===== src/rtl/xbr_pkg.sv =====
package xbr_pkg;
  typedef enum logic [1:0] {
    OP_WRITE = 2'b00,
    OP_READ  = 2'b01,
    OP_MEM   = 2'b10,
    OP_NOP   = 2'b11
  } op_e;

  typedef enum logic [1:0] {
    ST_IDLE = 2'b00,
    ST_BUSY = 2'b01,
    ST_DONE = 2'b10
  } st_e;
endpackage


===== src/rtl/xbr_ctrl.sv =====
module xbr_ctrl
  import xbr_pkg::*;
#(
  parameter int unsigned WORD_W = 2,
  parameter int unsigned DEST_W = 2
) (
  input  logic              clk,
  input  logic              rst_n,
  input  logic              start,
  input  logic [1:0]        op_in,
  input  logic [DEST_W-1:0] dest_in,
  input  logic [WORD_W-1:0] mem_in,
  output logic              fire,
  output logic              done,
  output op_e               op_q,
  output logic [DEST_W-1:0] dest_q,
  output logic [WORD_W-1:0] mem_q
);
  st_e  st_q, st_d;
  logic accept;

  assign accept = start && (st_q == ST_IDLE);

  always_comb begin
    st_d = st_q;
    case (st_q)
      ST_IDLE: if (start) st_d = ST_BUSY;
      ST_BUSY: st_d = ST_DONE;
      ST_DONE: st_d = ST_IDLE;
      default: st_d = ST_IDLE;
    endcase
  end

  always_ff @(posedge clk or negedge rst_n) begin
    if (!rst_n) st_q <= ST_IDLE;
    else        st_q <= st_d;
  end

  always_ff @(posedge clk or negedge rst_n) begin
    if (!rst_n) begin
      op_q   <= OP_NOP;
      dest_q <= '0;
      mem_q  <= '0;
    end else if (accept) begin
      op_q   <= op_e'(op_in);
      dest_q <= dest_in;
      mem_q  <= mem_in;
    end
  end

  assign fire = (st_q == ST_BUSY);
  assign done = (st_q == ST_DONE);

  p_busy_then_done_r2: assert property (@(posedge clk) disable iff (!rst_n)
    fire |=> done);
  p_done_single_r2: assert property (@(posedge clk) disable iff (!rst_n)
    done |=> !done);
  p_start_to_busy_r2: assert property (@(posedge clk) disable iff (!rst_n)
    accept |=> fire);
  p_reject_busy_r3: assert property (@(posedge clk) disable iff (!rst_n)
    (fire || done) |=> (!fire && $stable(op_q) && $stable(dest_q) && $stable(mem_q)));
endmodule


===== src/rtl/xbr_bitpath.sv =====
module xbr_bitpath
  import xbr_pkg::*;
#(
  parameter int unsigned DEST_W = 2,
  localparam int unsigned NUM_DEST = 1 << DEST_W
) (
  input  logic                fire,
  input  op_e                 op,
  input  logic [DEST_W-1:0]   dest,
  input  logic                buf_bit,
  input  logic                src_bit,
  input  logic                mem_bit,
  output logic [NUM_DEST-1:0] dst_set,
  output logic [NUM_DEST-1:0] dst_clr,
  output logic                buf_set,
  output logic                buf_clr
);
  logic wr_out, rd_in, mem_ld;

  assign wr_out = fire && (op == OP_WRITE);
  assign rd_in  = fire && (op == OP_READ);
  assign mem_ld = fire && (op == OP_MEM);

  for (genvar d = 0; d < NUM_DEST; d++) begin : g_dst
    logic hit;
    assign hit        = wr_out && (dest == DEST_W'(d));
    assign dst_set[d] = hit &&  buf_bit;
    assign dst_clr[d] = hit && !buf_bit;
  end

  assign buf_set = (rd_in && src_bit)  || (mem_ld && mem_bit);
  assign buf_clr = (rd_in && !src_bit) || (mem_ld && !mem_bit);
endmodule


===== src/rtl/xbr_regfile.sv =====
module xbr_regfile #(
  parameter int unsigned WORD_W = 2,
  parameter int unsigned N_REGS = 4
) (
  input  logic                           clk,
  input  logic                           rst_n,
  input  logic [N_REGS-1:0][WORD_W-1:0]  set_en,
  input  logic [N_REGS-1:0][WORD_W-1:0]  clr_en,
  output logic [N_REGS-1:0][WORD_W-1:0]  q
);
  logic [N_REGS-1:0][WORD_W-1:0] q_d;
  logic [N_REGS-1:0]             wen;

  always_comb begin
    q_d = q;
    for (int r = 0; r < N_REGS; r++) begin
      wen[r] = (|set_en[r]) || (|clr_en[r]);
      for (int b = 0; b < WORD_W; b++) begin
        if (set_en[r][b])      q_d[r][b] = 1'b1;
        else if (clr_en[r][b]) q_d[r][b] = 1'b0;
      end
    end
  end

  for (genvar r = 0; r < N_REGS; r++) begin : g_reg
    always_ff @(posedge clk or negedge rst_n) begin
      if (!rst_n)      q[r] <= '0;
      else if (wen[r]) q[r] <= q_d[r];
    end
    for (genvar b = 0; b < WORD_W; b++) begin : g_bit
      p_path_excl_r8: assert property (@(posedge clk) disable iff (!rst_n)
        $onehot0({set_en[r][b], clr_en[r][b]}));
    end
  end
endmodule


===== src/rtl/xfer_buffer_router.sv =====
module xfer_buffer_router
  import xbr_pkg::*;
#(
  parameter int unsigned WORD_W = 2,
  parameter int unsigned DEST_W = 2
) (
  input  logic                            clk,
  input  logic                            rst_n,
  input  logic [1:0]                      op_sel,
  input  logic [DEST_W-1:0]               dest_sel,
  input  logic [WORD_W-1:0]               mem_rdata,
  input  logic                            start,
  output logic                            done,
  output logic [WORD_W-1:0]               buf_q,
  output logic [(WORD_W<<DEST_W)-1:0]     regs_q
);
  localparam int unsigned NUM_DEST = 1 << DEST_W;

  logic                            fire;
  op_e                             op_l;
  logic [DEST_W-1:0]               dest_l;
  logic [WORD_W-1:0]               mem_l;
  logic [WORD_W-1:0][NUM_DEST-1:0] bp_set, bp_clr;
  logic [NUM_DEST-1:0][WORD_W-1:0] dset, dclr, rq;
  logic [0:0][WORD_W-1:0]          bset, bclr, bq;

  xbr_ctrl #(.WORD_W(WORD_W), .DEST_W(DEST_W)) u_ctrl (
    .clk(clk), .rst_n(rst_n), .start(start), .op_in(op_sel),
    .dest_in(dest_sel), .mem_in(mem_rdata), .fire(fire), .done(done),
    .op_q(op_l), .dest_q(dest_l), .mem_q(mem_l)
  );

  for (genvar b = 0; b < WORD_W; b++) begin : g_bit
    xbr_bitpath #(.DEST_W(DEST_W)) u_path (
      .fire(fire), .op(op_l), .dest(dest_l),
      .buf_bit(bq[0][b]), .src_bit(rq[0][b]), .mem_bit(mem_l[b]),
      .dst_set(bp_set[b]), .dst_clr(bp_clr[b]),
      .buf_set(bset[0][b]), .buf_clr(bclr[0][b])
    );
    for (genvar d = 0; d < NUM_DEST; d++) begin : g_x
      assign dset[d][b] = bp_set[b][d];
      assign dclr[d][b] = bp_clr[b][d];
    end
  end

  xbr_regfile #(.WORD_W(WORD_W), .N_REGS(NUM_DEST)) u_regs (
    .clk(clk), .rst_n(rst_n), .set_en(dset), .clr_en(dclr), .q(rq)
  );

  xbr_regfile #(.WORD_W(WORD_W), .N_REGS(1)) u_buf (
    .clk(clk), .rst_n(rst_n), .set_en(bset), .clr_en(bclr), .q(bq)
  );

  assign buf_q = bq[0];
  for (genvar d = 0; d < NUM_DEST; d++) begin : g_out
    assign regs_q[d*WORD_W +: WORD_W] = rq[d];

    p_write_dst_r4: assert property (@(posedge clk) disable iff (!rst_n)
      (fire && op_l == OP_WRITE && dest_l == DEST_W'(d)) |=> (rq[d] == $past(bq[0])));
    p_hold_unsel_r5: assert property (@(posedge clk) disable iff (!rst_n)
      (fire && !(op_l == OP_WRITE && dest_l == DEST_W'(d))) |=> $stable(rq[d]));
  end

  p_read_src_r6: assert property (@(posedge clk) disable iff (!rst_n)
    (fire && op_l == OP_READ) |=> (bq[0] == $past(rq[0])));
  p_mem_load_r7: assert property (@(posedge clk) disable iff (!rst_n)
    (fire && op_l == OP_MEM) |=> (bq[0] == $past(mem_l)));
  p_nop_hold_r9: assert property (@(posedge clk) disable iff (!rst_n)
    (fire && op_l == OP_NOP) |=> ($stable(bq[0]) && $stable(rq)));
endmodule


===== config.mk =====
export PLATFORM = sky130hd
export DESIGN_NAME = xfer_buffer_router
export DESIGN_NICKNAME = d
export VERILOG_FILES = /design/src/rtl/xbr_pkg.sv /design/src/rtl/xbr_ctrl.sv /design/src/rtl/xbr_bitpath.sv /design/src/rtl/xbr_regfile.sv /design/src/rtl/xfer_buffer_router.sv
export SDC_FILE = /design/constraint.sdc
export NUM_CORES = 1
export LEC_CHECK = 0
export ABC_CLOCK_PERIOD_IN_PS = 1800
export CAP_MARGIN = 20
export CORE_UTILIZATION = 46
export CTS_CLUSTER_SIZE = 24
export DETAILED_ROUTE_END_ITERATION = 7
export PLACE_DENSITY = 0.85
export SYNTH_ARGS = -nofsm -noshare
export SYNTH_HDL_FRONTEND = slang
export SYNTH_SLANG_ARGS = --single-unit

===== constraint.sdc =====
create_clock -name clk -period 1.8 [get_ports clk]
set_input_delay 0.18 -clock clk [delete_from_list [all_inputs] [get_ports clk]]
set_output_delay 0.18 -clock clk [all_outputs]
set_load 0.005 [all_outputs]

==> flow_metrics.env <==
export IMPL_status="finished with violations"
export IMPL_violations="DRC"
export IMPL_ys_ff_latch=18
export IMPL_start_util_pct=51.12
export IMPL_crit_start="u_ctrl.st_q[1]"
export IMPL_synth_mux_area_share_pct=19.78
export IMPL_synth_area_top_cells="dfrtp_1 (50%), mux2_2 (20%), dfstp_2 (6.6%)"
export IMPL_cts_resized_gates=0
export IMPL_cts_sinks=18
export IMPL_slew_viol_final=0
export IMPL_die_height_um=43.63
export IMPL_grt_util_all_layers_pct=17.49
export IMPL_grt_pass1_vias=483
export IMPL_grt_pass1_wl_mm=2.401
export IMPL_clock_root_buffer="clkbuf_4"
export IMPL_final_nets=86
export IMPL_cpPeakStageDelay_ns=0.51
export IMPL_synthesis_instances=55
export IMPL_hold_viol=0
export IMPL_cts_setup_buffers=0
export IMPL_cts_tree="yes"
export IMPL_ctsHtreeMaxLevel=1
export IMPL_via_count=510
export IMPL_dieArea_um2=1903
export IMPL_finalCriticalPeriod_ns=1.616
export IMPL_cts_buffer_depth=2
export IMPL_syn_nets=64
export IMPL_clock_skew_ns=0.002960
export IMPL_synth_compound_area_share_pct=5.024
export IMPL_design_area_um2=1028
export IMPL_critPathLaunchType="flop"
export IMPL_path_class="reg2out"
export IMPL_globalplace_congestion=0.6733
export IMPL_maxCapViolations=0
export IMPL_yosys_warnings=0
export IMPL_worst_path_buf_inv=1
export IMPL_cts_made_buffers=3
export IMPL_drive_above_1_share_pct=34.21
export IMPL_die_x_um=43.63
export IMPL_area_growth_pct=29.04
export IMPL_insertedDiodeCount=0
export IMPL_fp_row_count=14
export IMPL_reg2reg_from="u_ctrl.st_q[1]"
export IMPL_grt_overflow=0
export IMPL_critical_path_max_fanout=6
export IMPL_crit_path_top_delay_cell="clkdlybuf4s50_1"
export IMPL_tightest_slew_ns=0.3779
export IMPL_synth_fa_ha_area_share_pct=0
export IMPL_viasPerCell=5.543
export IMPL_numPortBuffers=19
export IMPL_postCtsHoldBufs=0
export IMPL_fillerInstances=122
export IMPL_ant_nets=0
export IMPL_worstRegToRegCells=3
export IMPL_synth_simple_gate_area_share_pct=14.60
export IMPL_ys_seq_area_share_pct=56.83
export IMPL_slew_limit_headroom_pct=74.73
export IMPL_critical_path_endpoint="done"
export IMPL_finalNonFillerCells=92
export IMPL_ff2ff_setup_slack_ns=0.33
export IMPL_grt_start_max_net_pins=11
export IMPL_drcViolationCount=1
export IMPL_syn_avg_cell_area_um2=14.49
export IMPL_fmax_mhz=618.9
export IMPL_dr_pass1_iters=6
export IMPL_rsz0062_at_grt="false"
export IMPL_crit_cells=2
export IMPL_setup_tns_ns=0
export IMPL_critical_path_top_delay_family="buffers and inverters"
export IMPL_dpl_cell_area_um2=992.2
export IMPL_hold_path_class="in2async"
export IMPL_worstPathArrival_ns=1.44
export IMPL_rr_endpoint="u_regs.q[6]"
export IMPL_synthDistinctLibCells=16
export IMPL_worstSkewPairLatency_ns=0.28
export IMPL_first_iter_violations=10
export IMPL_peakVddDrop_mv=0.8147
export IMPL_period_share_pct=89.76
export IMPL_endpoint_kind="primary output"
export IMPL_coreArea_um2=1559
export IMPL_synthDominantCellAreaShare_pct=50.24
export IMPL_p_per_area_nw_per_um2=1389
export IMPL_antenna_found_initial=0
export IMPL_synth_area_um2=797.0
export IMPL_synth_top_family_by_area="multiplexers"
export IMPL_clk_pin_slew_ns=0.10
export IMPL_pin_count=20
export IMPL_placedCellCount=88
export IMPL_synth_xor_area_share_pct=0
export IMPL_p_leak_nw=0.4356
export IMPL_wl_mm=1.371
export IMPL_crit_chain="nor2b_1 -> clkdlybuf4s50_1"
export IMPL_synth_area_leader_cell="dfrtp_1"
export IMPL_cp_required_ns=1.62
export IMPL_routedWlPerCell_um=14.90
export IMPL_setup_viol=0
export IMPL_fin_util_pct=65.97
[worst register-to-register path, stage by stage (launching register included)]
cell     delay, ns
dfrtp_1       0.47
nor4b_4       0.32
and3_1        0.24
mux2_2        0.34
[power by group]
| part | switching, mW | internal [mW] |
|---|---|---|
| logic | 0.125 | 0.350 |
| clock network | 0.119 | 0.123 |
| registers | 0.151 | 0.561 |
| total | 0.394 | 1.03 |
[logic make-up (layout without fill, tap and decap cells)]
kind of cell           Yosys count  after routing
AO/OA/AOI/OAI                    5              5
buffers and inverters            4             25
flip-flops                      18             18
multiplexers                    14             14
AND/OR/NAND/NOR                 14             14
[cells in the mapped netlist]
cell type,n
dfrtp_1,16
mux2_2,14
buf_4,4
nand3b_1,3
nor2b_1,3
dfstp_2,2
nor4b_1,2
o21ai_0,2
o221a_2,2
and2b_1,1
and3_1,1
nand2_1,1
nor2_1,1
nor3b_2,1
nor4b_4,1
o21a_1,1
[how the worst min path moves through the flow]
stage                     start          endpoint  slack (ns)  cells past startpoint
final                     rst_n  u_ctrl.dest_q[1]        0.17                      1
after global routing      rst_n    u_ctrl.st_q[0]        0.19                      1
after CTS                 rst_n    u_ctrl.st_q[0]        0.18                      1
after detailed placement  rst_n    u_ctrl.st_q[0]        0.49                      1
after global placement    rst_n    u_ctrl.st_q[0]        0.49                      1
after floorplan           rst_n        u_buf.q[0]       -0.12                      0
[sequential cells by signal, summed over array words and instances, names as in the netlist]
signal         count
u_ctrl.dest_q      2
u_ctrl.op_q        2
u_buf.q            2
u_regs.q           8
u_ctrl.st_q        2
u_ctrl.mem_q       2
[routing by layer]
metal | up-vias | track usage (%) | routed length (um)
met2 | 15 | 26.57 | 669
met3 | 2 | 1.667 | 48
met5 | - | 0 | 0
met1 | 255 | 25.69 | 636
met4 | 0 | 7.500 | 17
li1 | 238 | - | -
[placed cells by master (no fill, tap or decap), drive strengths merged]
cell type / n
and2b: 1
and3: 1
buf: 2
clkbuf: 4
clkdlybuf4s50: 19
dfrtp: 16
dfstp: 2
mux2: 14
nand2: 1
nand3b: 3
nor2: 1
nor2b: 3
nor3b: 1
nor4b: 3
o21a: 1
o21ai: 2
o221a: 2
[cell type report]
class | instances | area (um2) | share of cell area, %
clock buffers | 4 | 36.28 | 3.528
flip-flops and latches | 18 | 452.9 | 44.04
multi-input cells | 33 | 314.1 | 30.54
repair buffers | 21 | 205.2 | 19.95
well taps | 16 | 20.02 | 1.946
[stage by stage]
| stage | hold slack, ns | worst slack (ns) | total power, mW |
|---|---|---|---|
| floorplan | -0.1156 | 0.4514 | 0.9457 |
| global placement | 0.4884 | 0.4075 | 1.171 |
| detailed placement | 0.4931 | 0.3445 | 1.198 |
| CTS | 0.1810 | 0.1727 | 1.440 |
| global route | 0.1862 | 0.08940 | 1.517 |
| finish | 0.1671 | 0.1843 | 1.429 |
Note: power is estimated with default switching activity, not from simulation.
